[src/rtl/hz_pkg.sv]
package hz_pkg;

  localparam int REG_W = 5;

  typedef enum logic [1:0] {
    SEL_RF     = 2'd0,
    SEL_EXMEM  = 2'd1,
    SEL_WB_ALU = 2'd2,
    SEL_WB_LD  = 2'd3
  } fwd_sel_e;

  // hazard-relevant view of one pipeline register
  typedef struct packed {
    logic [REG_W-1:0] src_a;
    logic [REG_W-1:0] src_b;
    logic [REG_W-1:0] dst;
    logic             use_a;
    logic             use_b;
    logic             wr;
    logic             ld;
    logic             st;
  } stage_t;

  // a writer of a non-zero register equal to the source
  function automatic logic dst_hit(input logic wr,
                                   input logic [REG_W-1:0] dst,
                                   input logic [REG_W-1:0] src);
    return wr && (dst != '0) && (dst == src);
  endfunction

  // operand source choice: younger stage first, loads never from younger
  function automatic fwd_sel_e pick_sel(input logic need,
                                        input logic [REG_W-1:0] src,
                                        input stage_t yng,
                                        input stage_t old);
    if (!need) return SEL_RF;
    if (dst_hit(yng.wr && !yng.ld, yng.dst, src)) return SEL_EXMEM;
    if (dst_hit(old.wr, old.dst, src)) return old.ld ? SEL_WB_LD : SEL_WB_ALU;
    return SEL_RF;
  endfunction

  // load in execute feeding an ALU read of the decode instruction
  function automatic logic load_use(input stage_t ex,
                                    input logic use_a, input logic [REG_W-1:0] a,
                                    input logic use_b, input logic [REG_W-1:0] b);
    return ex.ld && ((use_a && dst_hit(ex.wr, ex.dst, a)) ||
                     (use_b && dst_hit(ex.wr, ex.dst, b)));
  endfunction

endpackage

[src/rtl/hz_stage_regs.sv]
module hz_stage_regs
  import hz_pkg::*;
(
  input  logic   clk,
  input  logic   rst_n,
  input  logic   stall_i,
  input  stage_t fetched_i,
  output stage_t idex_o,
  output stage_t exmem_o,
  output stage_t memwb_o
);

  stage_t bubble;

  // bubble keeps specifier fields, drops every control bit
  always_comb begin
    bubble       = fetched_i;
    bubble.use_a = 1'b0;
    bubble.use_b = 1'b0;
    bubble.wr    = 1'b0;
    bubble.ld    = 1'b0;
    bubble.st    = 1'b0;
  end

  always_ff @(posedge clk or negedge rst_n) begin
    if (!rst_n) begin
      idex_o  <= '0;
      exmem_o <= '0;
      memwb_o <= '0;
    end else begin
      memwb_o <= exmem_o;
      exmem_o <= idex_o;
      idex_o  <= stall_i ? bubble : fetched_i;
    end
  end

  AST_BUBBLE_NO_CTRL: assert property (@(posedge clk) disable iff (!rst_n)
    stall_i |=> (!idex_o.wr && !idex_o.ld && !idex_o.st));

endmodule

[src/rtl/hz_op_fwd.sv]
module hz_op_fwd
  import hz_pkg::*;
#(
  parameter int XLEN = 32
) (
  input  logic             need_i,
  input  logic [REG_W-1:0] src_i,
  input  stage_t           yng_i,
  input  stage_t           old_i,
  input  logic [XLEN-1:0]  base_i,
  input  logic [XLEN-1:0]  yng_alu_i,
  input  logic [XLEN-1:0]  old_alu_i,
  input  logic [XLEN-1:0]  old_ld_i,
  output fwd_sel_e         sel_o,
  output logic [XLEN-1:0]  val_o
);

  assign sel_o = pick_sel(need_i, src_i, yng_i, old_i);

  always_comb begin
    unique case (sel_o)
      SEL_EXMEM:  val_o = yng_alu_i;
      SEL_WB_ALU: val_o = old_alu_i;
      SEL_WB_LD:  val_o = old_ld_i;
      default:    val_o = base_i;
    endcase
  end

endmodule

[src/rtl/hz_load_lock.sv]
module hz_load_lock
  import hz_pkg::*;
(
  input  stage_t           ex_i,
  input  logic             use_a_i,
  input  logic [REG_W-1:0] src_a_i,
  input  logic             use_b_i,
  input  logic [REG_W-1:0] src_b_i,
  output logic             stall_o
);

  assign stall_o = load_use(ex_i, use_a_i, src_a_i, use_b_i, src_b_i);

endmodule

[src/rtl/hz_ctrl.sv]
module hz_ctrl
  import hz_pkg::*;
#(
  parameter int XLEN = 32
) (
  input  logic            clk,
  input  logic            rst_n,
  input  logic [XLEN-1:0] id_instr,
  input  logic [4:0]      id_rd,
  input  logic            id_use_a,
  input  logic            id_use_b,
  input  logic            id_wr,
  input  logic            id_load,
  input  logic            id_store,
  input  logic [XLEN-1:0] rf_a,
  input  logic [XLEN-1:0] rf_b,
  input  logic [XLEN-1:0] exmem_alu,
  input  logic [XLEN-1:0] memwb_alu,
  input  logic [XLEN-1:0] memwb_ld,
  input  logic [XLEN-1:0] exmem_b,
  output logic            stall,
  output logic [1:0]      fwd_a_sel,
  output logic [1:0]      fwd_b_sel,
  output logic [1:0]      st_sel,
  output logic [XLEN-1:0] op_a,
  output logic [XLEN-1:0] op_b,
  output logic [XLEN-1:0] st_data
);

  // fixed source fields, counted from the top of the word
  localparam int A_HI   = XLEN - 1 - 6;
  localparam int B_HI   = XLEN - 1 - 11;
  localparam int LANES  = 3;        // ALU A, ALU B, store data
  localparam int LANE_W = $clog2(LANES);

  stage_t fetched, idex, exmem, memwb;
  logic   unused_bits;

  assign unused_bits = ^{id_instr[XLEN-1:A_HI+1], id_instr[B_HI-REG_W:0]};

  always_comb begin
    fetched.src_a = id_instr[A_HI -: REG_W];
    fetched.src_b = id_instr[B_HI -: REG_W];
    fetched.dst   = id_rd;
    fetched.use_a = id_use_a;
    fetched.use_b = id_use_b;
    fetched.wr    = id_wr;
    fetched.ld    = id_load;
    fetched.st    = id_store;
  end

  hz_load_lock i_lock (
    .ex_i    (idex),
    .use_a_i (fetched.use_a),
    .src_a_i (fetched.src_a),
    .use_b_i (fetched.use_b),
    .src_b_i (fetched.src_b),
    .stall_o (stall)
  );

  hz_stage_regs i_regs (
    .clk       (clk),
    .rst_n     (rst_n),
    .stall_i   (stall),
    .fetched_i (fetched),
    .idex_o    (idex),
    .exmem_o   (exmem),
    .memwb_o   (memwb)
  );

  // per-lane inputs: store lane has no younger stage to draw from
  logic             lane_need [LANES];
  logic [REG_W-1:0] lane_src  [LANES];
  stage_t           lane_yng  [LANES];
  logic [XLEN-1:0]  lane_base [LANES];
  logic [XLEN-1:0]  lane_yalu [LANES];
  fwd_sel_e         lane_sel  [LANES];
  logic [XLEN-1:0]  lane_val  [LANES];

  always_comb begin
    lane_need[0] = idex.use_a;
    lane_src[0]  = idex.src_a;
    lane_yng[0]  = exmem;
    lane_base[0] = rf_a;
    lane_yalu[0] = exmem_alu;
    lane_need[1] = idex.use_b || idex.st;
    lane_src[1]  = idex.src_b;
    lane_yng[1]  = exmem;
    lane_base[1] = rf_b;
    lane_yalu[1] = exmem_alu;
    lane_need[2] = exmem.st;
    lane_src[2]  = exmem.src_b;
    lane_yng[2]  = '0;
    lane_base[2] = exmem_b;
    lane_yalu[2] = '0;
  end

  for (genvar g = 0; g < LANES; g++) begin : g_lane
    hz_op_fwd #(.XLEN(XLEN)) i_fwd (
      .need_i    (lane_need[g]),
      .src_i     (lane_src[g]),
      .yng_i     (lane_yng[g]),
      .old_i     (memwb),
      .base_i    (lane_base[g]),
      .yng_alu_i (lane_yalu[g]),
      .old_alu_i (memwb_alu),
      .old_ld_i  (memwb_ld),
      .sel_o     (lane_sel[g]),
      .val_o     (lane_val[g])
    );
  end

  assign fwd_a_sel = lane_sel[LANE_W'(0)];
  assign fwd_b_sel = lane_sel[LANE_W'(1)];
  assign st_sel    = lane_sel[LANE_W'(2)];
  assign op_a      = lane_val[LANE_W'(0)];
  assign op_b      = lane_val[LANE_W'(1)];
  assign st_data   = lane_val[LANE_W'(2)];

  AST_SINGLE_STALL: assert property (@(posedge clk) disable iff (!rst_n)
    stall |=> !stall);

  AST_NO_LOAD_IN_EXMEM_USE: assert property (@(posedge clk) disable iff (!rst_n)
    !(exmem.ld && ((idex.use_a && dst_hit(exmem.wr, exmem.dst, idex.src_a)) ||
                   (idex.use_b && dst_hit(exmem.wr, exmem.dst, idex.src_b)))));

  AST_R0_SILENT_A: assert property (@(posedge clk) disable iff (!rst_n)
    (fwd_a_sel != 2'd0) |-> (idex.src_a != '0));

  AST_R0_SILENT_B: assert property (@(posedge clk) disable iff (!rst_n)
    (fwd_b_sel != 2'd0) |-> (idex.src_b != '0));

  AST_STORE_SEL_ONLY_STORE: assert property (@(posedge clk) disable iff (!rst_n)
    (st_sel != 2'd0) |-> exmem.st);

  AST_YOUNGER_WINS: assert property (@(posedge clk) disable iff (!rst_n)
    (idex.use_a && dst_hit(exmem.wr && !exmem.ld, exmem.dst, idex.src_a))
      |-> (fwd_a_sel == 2'd1));

endmodule

[config.mk]
export PLATFORM = sky130hd
export DESIGN_NAME = hz_ctrl
export DESIGN_NICKNAME = d
export VERILOG_FILES = /design/src/rtl/hz_pkg.sv /design/src/rtl/hz_stage_regs.sv /design/src/rtl/hz_op_fwd.sv /design/src/rtl/hz_load_lock.sv /design/src/rtl/hz_ctrl.sv
export SDC_FILE = /design/constraint.sdc
export NUM_CORES = 1
export LEC_CHECK = 0
export CORE_AREA = 5 5 130 132
export CTS_CLUSTER_SIZE = 25
export DETAILED_ROUTE_END_ITERATION = 10
export DIE_AREA = 0 0 135 137
export GPL_ROUTABILITY_DRIVEN = 0
export GPL_TIMING_DRIVEN = 0
export PLACE_DENSITY = 0.71
export SYNTH_ARGS = -nofsm -noshare
export SYNTH_HDL_FRONTEND = slang
export SYNTH_SLANG_ARGS = --single-unit
[constraint.sdc]
create_clock -name clk -period 2.4 [get_ports clk]
set_clock_uncertainty 0.15 [all_clocks]
set_input_delay 0.48 -clock clk [delete_from_list [all_inputs] [get_ports clk]]
set_output_delay 0.48 -clock clk [all_outputs]
set_load 0.05 [all_outputs]
=== Yosys cells after proc, flatten, opt, wreduce, memory -nomap -nowiden ===
Index checks and enable logic that the tools add are counted.

* Bits in registers: 34
* Input port bits: 236
* Output and inout bits: 103
* Word-level logic and storage cells: 71

* Equality and inequality tests: 12
* Multiplexer cells: 26
* Reductions and logical operators: 19

{| class="wikitable"
|+ Operators with widths
! kind !! number
|-
| case mux 32 bit (3 select lines) || 2
|-
| == test 5 bit || 6
|-
| two-way mux 2 bit || 12
|-
| nonzero test 5 bit || 3
|-
| logical AND 1 bit || 13
|-
| two-way mux 1 bit || 11
|-
| == test 2 bit (second input constant) || 4
|-
| two-way mux 5 bit || 1
|-
| == test 2 x 1 -> 1 bit (second input constant) || 2
|-
| logical OR 1 bit || 2
|-
| logical NOT 1 bit || 1
|}

=== Longest topological paths before layout ===
Gate-level depths: netlist of the first run.

* Depth in word-level cells: 13
* Mapped depth: 7
* Gate-level depth less buffers: 5

=== Hierarchy ===
A second synthesis of the first run with hierarchy kept.

* Cell total of the unflattened synthesis: 558
* Area total of the unflattened synthesis: 4445.5 sq um

{| class="wikitable"
|+ Modules (own cells, without submodules)
! module !! instances !! cells an instance !! area each (sq um) !! seq. area each (sq um)
|-
| hz_op_fwd || 2 || 220 || 1256.2 || 0.0
|-
| hz_stage_regs || 1 || 65 || 1532.7 || 1501.4
|-
| hz_ctrl || 1 || 36 || 265.3 || 0.0
|-
| hz_load_lock || 1 || 17 || 135.1 || 0.0
|}

=== Worst setup path before layout of the first run ===
Ideal clock, no wire load.

* Path kind: reg2out
* From: reg i_regs.exmem_o[6] (netlist name)
* To: out op_a[0]
* Data arrival time: 2.442 ns
* Data required time: 1.770 ns
* Slack: -0.672 ns
* Cell stages (with the launch flop): 7
* Buffers on the path: 1
* Path through: dfrtp_1 > or4_4 > o211ai_2 > nor2_1 > o21a_1 > buf_6 > o221ai_1

* Cells in the longest elaborated chain, start to end: 10
* Elaborated cells between the ends (all ways): 15
* Those cells by class: eq/ne: 4; mux: 8; reduce/logical: 3

{| class="wikitable"
|+ RTL lines
! what !! RTL line !! RTL
|-
| start: declaration || hz_stage_regs.sv:9 || <nowiki>output stage_t exmem_o,</nowiki>
|-
| start signal: assignment || hz_stage_regs.sv:32 || <nowiki>exmem_o <= idex_o;</nowiki>
|-
| nonzero test 5 bit || hz_pkg.sv:28 || <nowiki>return wr && (dst != '0) && (dst == src);</nowiki>
|-
| logical AND 1 bit || hz_pkg.sv:28 ||
|-
| logical AND 1 bit (*) || hz_pkg.sv:28 ||
|-
| two-way mux 2 bit || hz_pkg.sv:37 || <nowiki>if (dst_hit(yng.wr && !yng.ld, yng.dst, src)) return SEL_EXMEM;</nowiki>
|-
| two-way mux 2 bit || hz_pkg.sv:38 || <nowiki>if (dst_hit(old.wr, old.dst, src)) return old.ld ? SEL_WB_LD : SEL_WB_ALU;</nowiki>
|-
| two-way mux 2 bit || hz_pkg.sv:39 || <nowiki>return SEL_RF;</nowiki>
|-
| two-way mux 2 bit (*) || hz_pkg.sv:38 ||
|-
| two-way mux 2 bit (*) || hz_pkg.sv:37 ||
|-
| == test 2 bit / == test 2 x 1 -> 1 bit (equally long branches) || hz_op_fwd.sv:21 || <nowiki>unique case (sel_o)</nowiki>
|-
| case mux 32 bit (3 select lines) (*) || hz_op_fwd.sv:21 ||
|-
| end: declaration || hz_ctrl.sv:25 || <nowiki>output logic [XLEN-1:0] op_a,</nowiki>
|}

Mark *: on every way between the ends. The rest lies on a longest branch, timed or not. The select of a mux whose other input is x is not followed.

=== Worst setup path after layout of the first run ===
* From: reg i_regs.memwb_o[8] (netlist name)
* To: out op_b[9]

* Cells in the longest elaborated chain, start to end: 11
* Elaborated cells between the ends (all ways): 15
* Those cells by class: eq/ne: 4; mux: 8; reduce/logical: 3

{| class="wikitable"
|+ RTL lines
! what !! RTL line !! RTL
|-
| start: declaration || hz_stage_regs.sv:10 || <nowiki>output stage_t memwb_o</nowiki>
|-
| start signal: assignment || hz_stage_regs.sv:31 || <nowiki>memwb_o <= exmem_o;</nowiki>
|-
| nonzero test 5 bit || -- ||
|-
| logical AND 1 bit || hz_pkg.sv:28 ||
|-
| logical AND 1 bit (*) || hz_pkg.sv:28 ||
|-
| two-way mux 1 bit (2 in a row) || hz_pkg.sv:38 ||
|-
| two-way mux 1 bit || hz_pkg.sv:37 ||
|-
| two-way mux 2 bit (*) || hz_pkg.sv:39 ||
|-
| two-way mux 2 bit (*) || hz_pkg.sv:38 ||
|-
| two-way mux 2 bit (*) || hz_pkg.sv:37 ||
|-
| == test 2 bit / == test 2 x 1 -> 1 bit (equally long branches) || hz_op_fwd.sv:21 ||
|-
| case mux 32 bit (3 select lines) (*) || hz_op_fwd.sv:21 ||
|-
| end: declaration || hz_ctrl.sv:26 || <nowiki>output logic [XLEN-1:0] op_b,</nowiki>
|}

Marked as above.

==> impl_results.md, run 1 <==
* Initial core utilization at 22.8%
* Worst slew pin tran at 877 ps
* Post-detail-place hpwl at 14,500 µm
* Critical path startpoint category: flop
* Slew Limit Fails at 0
* Seq pwr share at 24.2%
* Most common cell after layout, fill and taps aside: clkdlybuf4s50_1
* PwrDens at 340 nW/µm²
* Pint at 0.00167 W
* CP Capture Type: output pin
* Seq/Total Area, Yosys at 23.9%
* Arrival time at the worst endpoint at 2430 ps
* Commonest non-fill, non-tap cells in the layout: clkdlybuf4s50_1, buf_6, buf_4, conb_1
* # setup viols final at 68
* CTS Root Cell: clkbuf_16
* Status: complete, but fails checks
* Post-Route WL at 18,000 µm
* Number of global-route vias before repair at 4,713
* CP Max Fanout at 5
* Worst ir drop on vdd at 398 µV
* Sink Count at 34
* Tmin final at 3060 ps
* Final Net Count at 966
* Routed Antenna Nets at 0
* Yosys warning count at 0
* Fin. Hold Viols at 0
* Largest net degree at the start of global routing at 35
* Leak Pwr at 3.24 nW
* R2R depth at 4
* Antenna violations before repair at 2
* Yosys reg bits at 34
* Die Footprint at 18,500 µm²
* Max-cap viol count at 0
* TNS Setup at -41,880 ps
* Final cell utilization of the core at 50.0%
* Port bufs at 250
* Cell total after placement at 924
* DR vias/cell at 4.63
* Peak Freq at 327 MHz
* Setup slack after layout at -658 ps
* Setup Crit Path Kind: reg -> out
* CTS tree: built
* Site row count at 46
* RSZ-0062 raised after global routing: yes
* DRC Markers at 0
* Area Growth Syn to Fin at 119%
* Die span in x at 135 µm
* Syn Std Cell Area at 3560 µm²
* Critical Path RT at 1770 ps
* Final period util at 127%
* Global-route wire length before repair at 26,300 µm
* Vias at 4,392
* IO Count at 339
* Part of the power in the clock network at 21.7%
* Failing checks: negative setup slack
* Switching pwr at 0.000976 W
* Wire per inst at 19.0 µm
* CTS Hold Buffers Added at 0
* Layout cells sized above 1 at 37.7%
* H-Tree Depth at 2
* Die Ht at 137 µm
* Gate Count Post-Synth at 425
* Worst hold path type: in -> async
* Slew headroom at 41.6%
* GRT Resource Usage Total at 18.1%
* Initial DRC Count at 135
* Grt ovf at 0
* Clock buffer depth at 2
* Switching part of the total at 36.9%
* Std-Cell Core Area at 15,600 µm²
* Syn avg cell area at 8.38 µm²
* Combinational group share of total power at 54.1%
* Filler cells at 1,477
* Pre-antenna DRT Iters at 4
* Netlist cell types at 38
* Clock slew at reported path FFs at 50 ps
* Worst-skew pair later-pin latency at 270 ps
* TritonCTS Buffers at 5
* Non-Filler Instances at 948
[worst paths after layout]
path / slack (ps) / endpoint / start
setup / recovery: -660 / op_b[9] / i_regs.memwb_o[8]
hold / removal: 120 / i_regs.idex_o[6] / rst_n
setup reg to reg: 700 / i_regs.idex_o[4] / i_regs.idex_o[6]
hold reg to reg: 220 / i_regs.memwb_o[2] / i_regs.exmem_o[2]
max in group asynchronous: 1480 / i_regs.memwb_o[1] / rst_n
min in group clk: 220 / i_regs.memwb_o[2] / i_regs.exmem_o[2]
[registers in the layout (all words and copies together), names as in the netlist]
signal,flops
i_regs.exmem_o,7
i_regs.idex_o,20
i_regs.memwb_o,7
[routing by layer]
layer	vias to the layer above	global-route usage [%]	share of wire (%)
met5	-	0	0
met4	0	5.71	2.3
met3	32	4.38	8.7
met2	211	33.1	51
met1	2050	20.9	38
li1	2099	-	-
[critical path: stages (launching register included)]
cell and delay (ps):
dfrtp_1 380, or4_4 550, o21ai_4 180, buf_6 120, nor4_4 40, and2_4 200, buf_8 150, a221o_2 380
buf_8 160
[synth_stat cells]
library cell	number	area (µm²)
a21oi_1	2	10.0
a221o_1	30	300
a221o_2	2	22.5
a31oi_1	10	62.6
and2_1	27	169
and2_4	1	8.76
and3_1	32	200
and3_2	1	7.51
buf_1	3	11.3
buf_2	7	35.0
buf_4	34	255
buf_6	7	78.8
clkbuf_1	21	78.8
conb_1	1	3.75
dfrtp_1	34	851
inv_1	24	90.1
mux2_2	22	248
mux2i_1	10	100
nand2_1	26	97.6
nand3_1	24	120
nand4_1	4	25.0
nor2_1	15	56.3
nor2b_1	1	6.26
nor3_1	10	50.1
nor4_1	1	6.26
nor4_2	1	12.5
o2111ai_1	1	8.76
o211ai_2	2	25.0
o21a_1	1	7.51
o21ai_2	2	17.5
o221ai_1	22	193
o22a_1	10	87.6
o22ai_1	1	6.26
or2_2	3	18.8
or4_1	2	15.0
or4_4	1	11.3
xnor2_1	26	228
xor2_1	4	35.0
[cell type report]
type / instances / area, µm² / area share, %
diodes: 2 / 5.00 / 0.0642
flip-flops and latches: 34 / 853 / 11.0
well taps: 216 / 270 / 3.47
repair buffers: 267 / 2790 / 35.9
clock buffers: 7 / 133 / 1.70
plain buffers: 70 / 626 / 8.03
multi-input cells: 328 / 3020 / 38.8
inverters: 24 / 90.1 / 1.16
[through the flow]
step | power [W] | area, µm² | hold slack, ps | worst slack (ps)
floorplan | 0.00143 | 4230 | 34.4 | -254
global placement | 0.00198 | 7000 | 201 | -1610
detailed placement | 0.00198 | 7000 | 205 | -1440
CTS | 0.00266 | 7730 | 128 | -670
global route | 0.00277 | 7790 | 175 | -733
finish | 0.00265 | 7790 | 116 | -658
[cell families after synthesis]
group / count (synthesis) / synth area share (%)
flip-flops: 34 / 23.9
buffers and inverters: 96 / 15.4
AND/OR/NAND/NOR: 149 / 22.6
XOR/XNOR: 30 / 7.38
multiplexers: 32 / 9.77
AO/OA/AOI/OAI: 83 / 20.8
other: 1 / 0.105
[power by group through the flow]
stage	logic (W)	clock network [W]	registers (W)
after global placement	0.00133	0	0.000643
final	0.00143	0.000574	0.000640
after floorplan	0.000799	0	0.000636
after detailed placement	0.00134	0	0.000644
after CTS	0.00143	0.000593	0.000639
after global routing	0.00151	0.000616	0.000644
[timing repair]
item | 4_1_cts | 5_1_grt
pin swaps | 19 | 14
gates resized for setup | 574 | 14
endpoints found under the setup margin | 69 | 69
setup buffers | 16 | 0
gates cloned | 2 | 0
Note: power is estimated with default switching activity, not from simulation.
==> run 2, diff against run 1 <==
Settings changed: PLACE_DENSITY 0.71 to 0.67.
==> impl_results.md, run 2 (same netlist as run 1, synthesis figures left out) <==
* CTS tree: built (unchanged)
* Worst slew pin tran at 910 ps (was 877 ps)
* Grt ovf at 0 (unchanged)
* Largest register FFs at 20 (unchanged)
* Switching pwr at 0.000988 W (was 0.000976 W)
* Non-Filler Instances at 952 (was 948)
* Worst-skew pair later-pin latency at 270 ps (about the same)
* CP Max Fanout at 10 (was 5)
* # setup viols final at 68 (unchanged)
* Critical Path RT at 1770 ps (about the same)
* Number of global-route vias before repair at 4,777 (was 4,713)
* Slew Limit Fails at 0 (unchanged)
* Worst-path cell chain: or4_4 -> o21ai_4 -> nor4_4 -> and2_4 -> buf_6 -> buf_6 -> a221o_2 -> buf_6 (was or4_4 -> o21ai_4 -> buf_6 -> nor4_4 -> and2_4 -> buf_8 -> a221o_2 -> buf_8)
* Setup Crit Path Kind: reg -> out (unchanged)
* Biggest register: i_regs.idex_o (unchanged)
* Setup slack after layout at -679 ps (was -658 ps)
* Layout cells sized above 1 at 37.4% (was 37.7%)
* Die Ht at 137 µm (unchanged)
* Peak Freq at 325 MHz (was 327 MHz)
* GRT Resource Usage Total at 18.6% (was 18.1%)
* Filler cells at 1,444 (was 1,477)
* Clock slew at reported path FFs at 50 ps (about the same)
* Combinational group share of total power at 53.1% (was 54.1%)
* Largest delay share family, worst path: simple AND/OR/NAND/NOR gates (unchanged)
* Clock buffer depth at 2 (unchanged)
* Total power draw at 0.00268 W (was 0.00265 W)
* R2R depth at 8 (was 4)
* Area Growth Syn to Fin at 117% (was 119%)
* DRC Markers at 0 (unchanged)
* Max-cap viol count at 0 (unchanged)
* Crit path max-delay cell type: or4_4 (unchanged)
* Leak Pwr at 3.25 nW (was 3.24 nW)
* CP Depth at 8 (unchanged)
* Largest net degree at the start of global routing at 35 (unchanged)
* Std-Cell Core Area at 15,600 µm² (unchanged)
* CTS Root Cell: clkbuf_16 (unchanged)
* Die span in x at 135 µm (unchanged)
* Worst R2R Start: i_regs.idex_o[6] (unchanged)
* Worst hold path type: in -> async (unchanged)
* Arrival time at the worst endpoint at 2450 ps (was 2430 ps)
* R2R setup slack at 540 ps (was 700 ps)
* Final period util at 128% (was 127%)
* RSZ-0062 raised after global routing: yes (unchanged)
* Die Footprint at 18,500 µm² (unchanged)
* Bufs and invs on worst path at 3 (unchanged)
* Most common cell after layout, fill and taps aside: clkdlybuf4s50_1 (unchanged)
* CP Capture Type: output pin (unchanged)
* Final cell utilization of the core at 49.6% (was 50.0%)
* Fin. Hold Viols at 0 (unchanged)
* Worst ir drop on vdd at 505 µV (was 398 µV)
* Routed Antenna Nets at 0 (unchanged)
* Cell area after placement at 7000 µm² (about the same)
* Wire per inst at 19.6 µm (was 19.0 µm)
* Site row count at 46 (unchanged)
* Status: complete, but fails checks (unchanged)
* Post-detail-place hpwl at 14,700 µm (was 14,500 µm)
* Sink Count at 34 (unchanged)
* Antenna violations before repair at 1 (was 2)
* Failing checks: negative setup slack (unchanged)
* Pint at 0.00169 W (was 0.00167 W)
* Port bufs at 250 (unchanged)
* Critical path startpoint category: flop (unchanged)
* Cell total after placement at 924 (unchanged)
* DR vias/cell at 4.68 (was 4.63)
* R2R Path End: i_regs.idex_o[4] (unchanged)
* Biggest regs: i_regs.idex_o (20), i_regs.exmem_o (7), i_regs.memwb_o (7) (unchanged)
* Tmin final at 3080 ps (was 3060 ps)
* Post-Route WL at 18,600 µm (was 18,000 µm)
* Most numerous cell on the critical path: buf_6 (was buf_8)
* Vias at 4,451 (was 4,392)
* Slew headroom at 39.3% (was 41.6%)
* Initial core utilization at 22.8% (unchanged)
* Switching part of the total at 36.8% (was 36.9%)
* Initial DRC Count at 239 (was 135)
* Final Net Count at 970 (was 966)
* Part of the power in the clock network at 23.0% (was 21.7%)
* PwrDens at 347 nW/µm² (was 340 nW/µm²)
* Commonest non-fill, non-tap cells in the layout: clkdlybuf4s50_1, buf_6, buf_4, conb_1, dfrtp_1 (was clkdlybuf4s50_1, buf_6, buf_4, conb_1)
* Global-route wire length before repair at 27,200 µm (was 26,300 µm)
* TritonCTS Buffers at 5 (unchanged)
* Final non-filler cell area at 7740 µm² (was 7790 µm²)
* H-Tree Depth at 2 (unchanged)
* IO Count at 339 (unchanged)
* Seq pwr share at 23.9% (was 24.2%)
* Crit path largest cell delay at 540 ps (was 550 ps)
* Pre-antenna DRT Iters at 4 (unchanged)
[run 2: final cells by class]
cell class | count | area [µm²] | area share [%]
diodes | 1 | 2.50 | 0.0323
plain buffers | 71 | 566 | 7.31
clock buffers | 7 | 143 | 1.84
clock inverters | 1 | 5.00 | 0.0647
inverters | 24 | 90.1 | 1.16
multi-input cells | 328 | 2980 | 38.5
flip-flops and latches | 34 | 852 | 11.0
well taps | 216 | 270 | 3.49
repair buffers | 270 | 2830 | 36.6
[run 2: through the flow]
step                      hold slack, ps  setup WS, ps  setup TNS, ps
after floorplan                     34.4          -254         -13530
after global placement               205         -1390         -81230
after detailed placement             213         -1410         -83870
after CTS                            224          -690         -43870
after global routing                 196          -730         -46960
final                                111          -679         -43030
[run 2: how the worst max path moves through the flow]
| stage | startpoint | end |
|---|---|---|
| 4_1_cts | i_regs.exmem_o[7] | op_b[27] |
| 6_report | i_regs.memwb_o[8] | op_b[9] |
| 5_1_grt | i_regs.memwb_o[8] | op_b[9] |
| 2_1_floorplan | i_regs.exmem_o[6] | op_a[10] |
| 3_3_place_gp | i_regs.memwb_o[1] | op_b[26] |
| 3_5_place_dp | i_regs.memwb_o[1] | op_b[26] |
[run 2: power groups by stage]
stage / Clock [W] / Sequential (W) / Combinational [W]
3_5_place_dp: 0 / 0.000645 / 0.00134
2_1_floorplan: 0 / 0.000636 / 0.000799
4_1_cts: 0.000636 / 0.000638 / 0.00138
3_3_place_gp: 0 / 0.000642 / 0.00133
6_report: 0.000616 / 0.000642 / 0.00143
5_1_grt: 0.000653 / 0.000646 / 0.00150
[run 2: what timing repair did]
action | 4_1_cts | 5_1_grt
pin swaps | 9 | 5
setup endpoints to repair | 69 | 69
gates cloned | 1 | 4
hold buffers | 0 | 0
resized for setup | 513 | 51
buffers inserted | 10 | 5
[run 2: per-layer routing]
| metal | global-route usage [%] | up-vias | share of wire, % |
|---|---|---|---|
| met3 | 4.82 | 19 | 8.6 |
| met2 | 34.4 | 231 | 51 |
| met4 | 3.92 | 0 | 1.6 |
| met5 | 0 | - | 0 |
| met1 | 21.6 | 2088 | 38 |
| li1 | - | 2113 | - |
==> run 3, diff against run 2 <==
Settings changed: PLACE_DENSITY 0.67 to 0.74, SLEW_MARGIN from default to 20.
==> impl_results.md, run 3 (same netlist as run 1, synthesis figures left out) <==
* Status: complete, but fails checks (unchanged)
* Failing checks: negative setup slack (unchanged)
* Cell area after placement at 7000 µm² (about the same)
* Largest net degree at the start of global routing at 35 (unchanged)
* Worst hold path type: in -> async (unchanged)
* Layout cells sized above 1 at 38.0% (was 37.4%)
* Critical path startpoint category: flop (unchanged)
* Tmin final at 3080 ps (about the same)
* IO Count at 339 (unchanged)
* DRC Markers at 0 (unchanged)
* CTS tree: built (unchanged)
* Commonest non-fill, non-tap cells in the layout: clkdlybuf4s50_1, buf_4, buf_6, buf_8, conb_1 (was clkdlybuf4s50_1, buf_6, buf_4, conb_1, dfrtp_1)
* Largest register FFs at 20 (unchanged)
* Worst ir drop on vdd at 618 µV (was 505 µV)
* Setup slack after layout at -680 ps (was -679 ps)
* CTS Root Cell: clkbuf_16 (unchanged)
* R2R setup slack at 680 ps (was 540 ps)
* CP Max Fanout at 5 (was 10)
* Routed Antenna Nets at 0 (unchanged)
* TritonCTS Buffers at 5 (unchanged)
* Biggest regs: i_regs.idex_o (20), i_regs.exmem_o (7), i_regs.memwb_o (7) (unchanged)
* GRT Resource Usage Total at 17.9% (was 18.6%)
* Die span in x at 135 µm (unchanged)
* Final period util at 128% (about the same)
* Biggest register: i_regs.idex_o (unchanged)
* Area of the multi-input gates at 2980 µm² (unchanged)
* Final Net Count at 971 (was 970)
* Initial DRC Count at 144 (was 239)
* Critical Path RT at 1770 ps (about the same)
* DR vias/cell at 4.68 (about the same)
* # setup viols final at 68 (unchanged)
* Antenna violations before repair at 0 (was 1)
* Pre-antenna DRT Iters at 4 (unchanged)
* Initial core utilization at 22.8% (unchanged)
* CP Capture Type: output pin (unchanged)
* Area Growth Syn to Fin at 122% (was 117%)
* Setup Crit Path Kind: reg -> out (unchanged)
* Clock buffer depth at 2 (unchanged)
* Std-Cell Core Area at 15,600 µm² (unchanged)
* Worst R2R Start: i_regs.idex_o[6] (unchanged)
* Leak Pwr at 3.29 nW (was 3.25 nW)
* Slew headroom at 45.0% (was 39.3%)
* H-Tree Depth at 2 (unchanged)
* Grt ovf at 0 (unchanged)
* CTS Hold Buffers Added at 0 (unchanged)
* Diodes inserted at 0 (was 1)
* Die Ht at 137 µm (unchanged)
* RSZ-0062 raised after global routing: yes (unchanged)
* Worst slew pin tran at 825 ps (was 910 ps)
* R2R Path End: i_regs.idex_o[0] (was i_regs.idex_o[4])
* Worst-skew pair later-pin latency at 270 ps (about the same)
* Wire per inst at 18.8 µm (was 19.6 µm)
* Vias at 4,446 (was 4,451)
* Sink Count at 34 (unchanged)
* Port bufs at 250 (unchanged)
* Number of global-route vias before repair at 4,774 (was 4,777)
* Global-route wire length before repair at 26,000 µm (was 27,200 µm)
* Final cell utilization of the core at 50.6% (was 49.6%)
* Fin. Hold Viols at 0 (unchanged)
* Post-detail-place hpwl at 14,400 µm (was 14,700 µm)
* Peak Freq at 325 MHz (about the same)
* FF/Latch Area at 857 µm² (was 852 µm²)
* Filler cells at 1,427 (was 1,444)
* Arrival time at the worst endpoint at 2450 ps (about the same)
* Max-cap viol count at 0 (unchanged)
* Clock slew at reported path FFs at 50 ps (about the same)
* R2R depth at 4 (was 8)
* Slew Limit Fails at 0 (unchanged)
* PwrDens at 340 nW/µm² (was 347 nW/µm²)
* Setup WS pre-CTS at -1380 ps (was -1410 ps)
* Die Footprint at 18,500 µm² (unchanged)
* Most common cell after layout, fill and taps aside: clkdlybuf4s50_1 (unchanged)
* TNS Setup at -42,270 ps (was -43,030 ps)
* Final non-filler cell area at 7890 µm² (was 7740 µm²)
* Post-Route WL at 17,900 µm (was 18,600 µm)
* Site row count at 46 (unchanged)
## run 3: area by class of cell
class	count	share of cell area (%)
multi-input combinational	328	37.8
tap	216	3.43
inverter	24	1.14
clock buffer	6	1.76
timing repair buffer	273	37.2
buffer	69	7.82
sequential	34	10.9
## run 3: per-layer routing
layer	part of all wire, %	vias up	global-route usage, %
li1	-	2110	-
met1	37	2079	20.2
met2	52	219	33.9
met3	7.9	38	4.12
met4	2.7	0	4.76
met5	0	-	0
## run 3: how the worst max path moves through the flow
| stage | start | endpoint | slack, ps | cells past startpoint |
|---|---|---|---|---|
| after floorplan | i_regs.exmem_o[6] | op_a[10] | -250 | 6 |
| after global placement | i_regs.memwb_o[1] | op_b[28] | -1330 | 7 |
| after detailed placement | i_regs.memwb_o[1] | op_b[24] | -1380 | 7 |
| after CTS | i_regs.exmem_o[6] | op_a[24] | -690 | 7 |
| after global routing | i_regs.exmem_o[6] | op_b[20] | -730 | 8 |
| final | i_regs.exmem_o[9] | op_a[18] | -680 | 7 |
## run 3: stage by stage
stage          total power [W]  hold WS (ps)  cells
2_1_floorplan          0.00143          34.4    458
3_3_place_gp           0.00197           202    924
3_5_place_dp           0.00198           219    924
4_1_cts                0.00265           129    938
5_1_grt                0.00280           191    950
6_report               0.00268           114    950
## run 3: critical path: stages, from the launching register on
cell	delay (ps)
dfrtp_2	420
or4_4	580
o211ai_4	260
nor2_4	80
o21a_4	260
buf_12	160
o221ai_4	210
buf_6	190
## run 3: repair_timing
| action | CTS | global route |
|---|---|---|
| gates resized for setup | 548 | 61 |
| cloned | 0 | 3 |
| setup endpoints to repair | 69 | 69 |
| setup buffers | 10 | 10 |
| pin swaps | 11 | 34 |
## run 3: power breakdown
group / switching (W) / internal [W]
combinational: 0.000744 / 0.000707
sequential: 0.0000350 / 0.000606
clock: 0.000195 / 0.000398
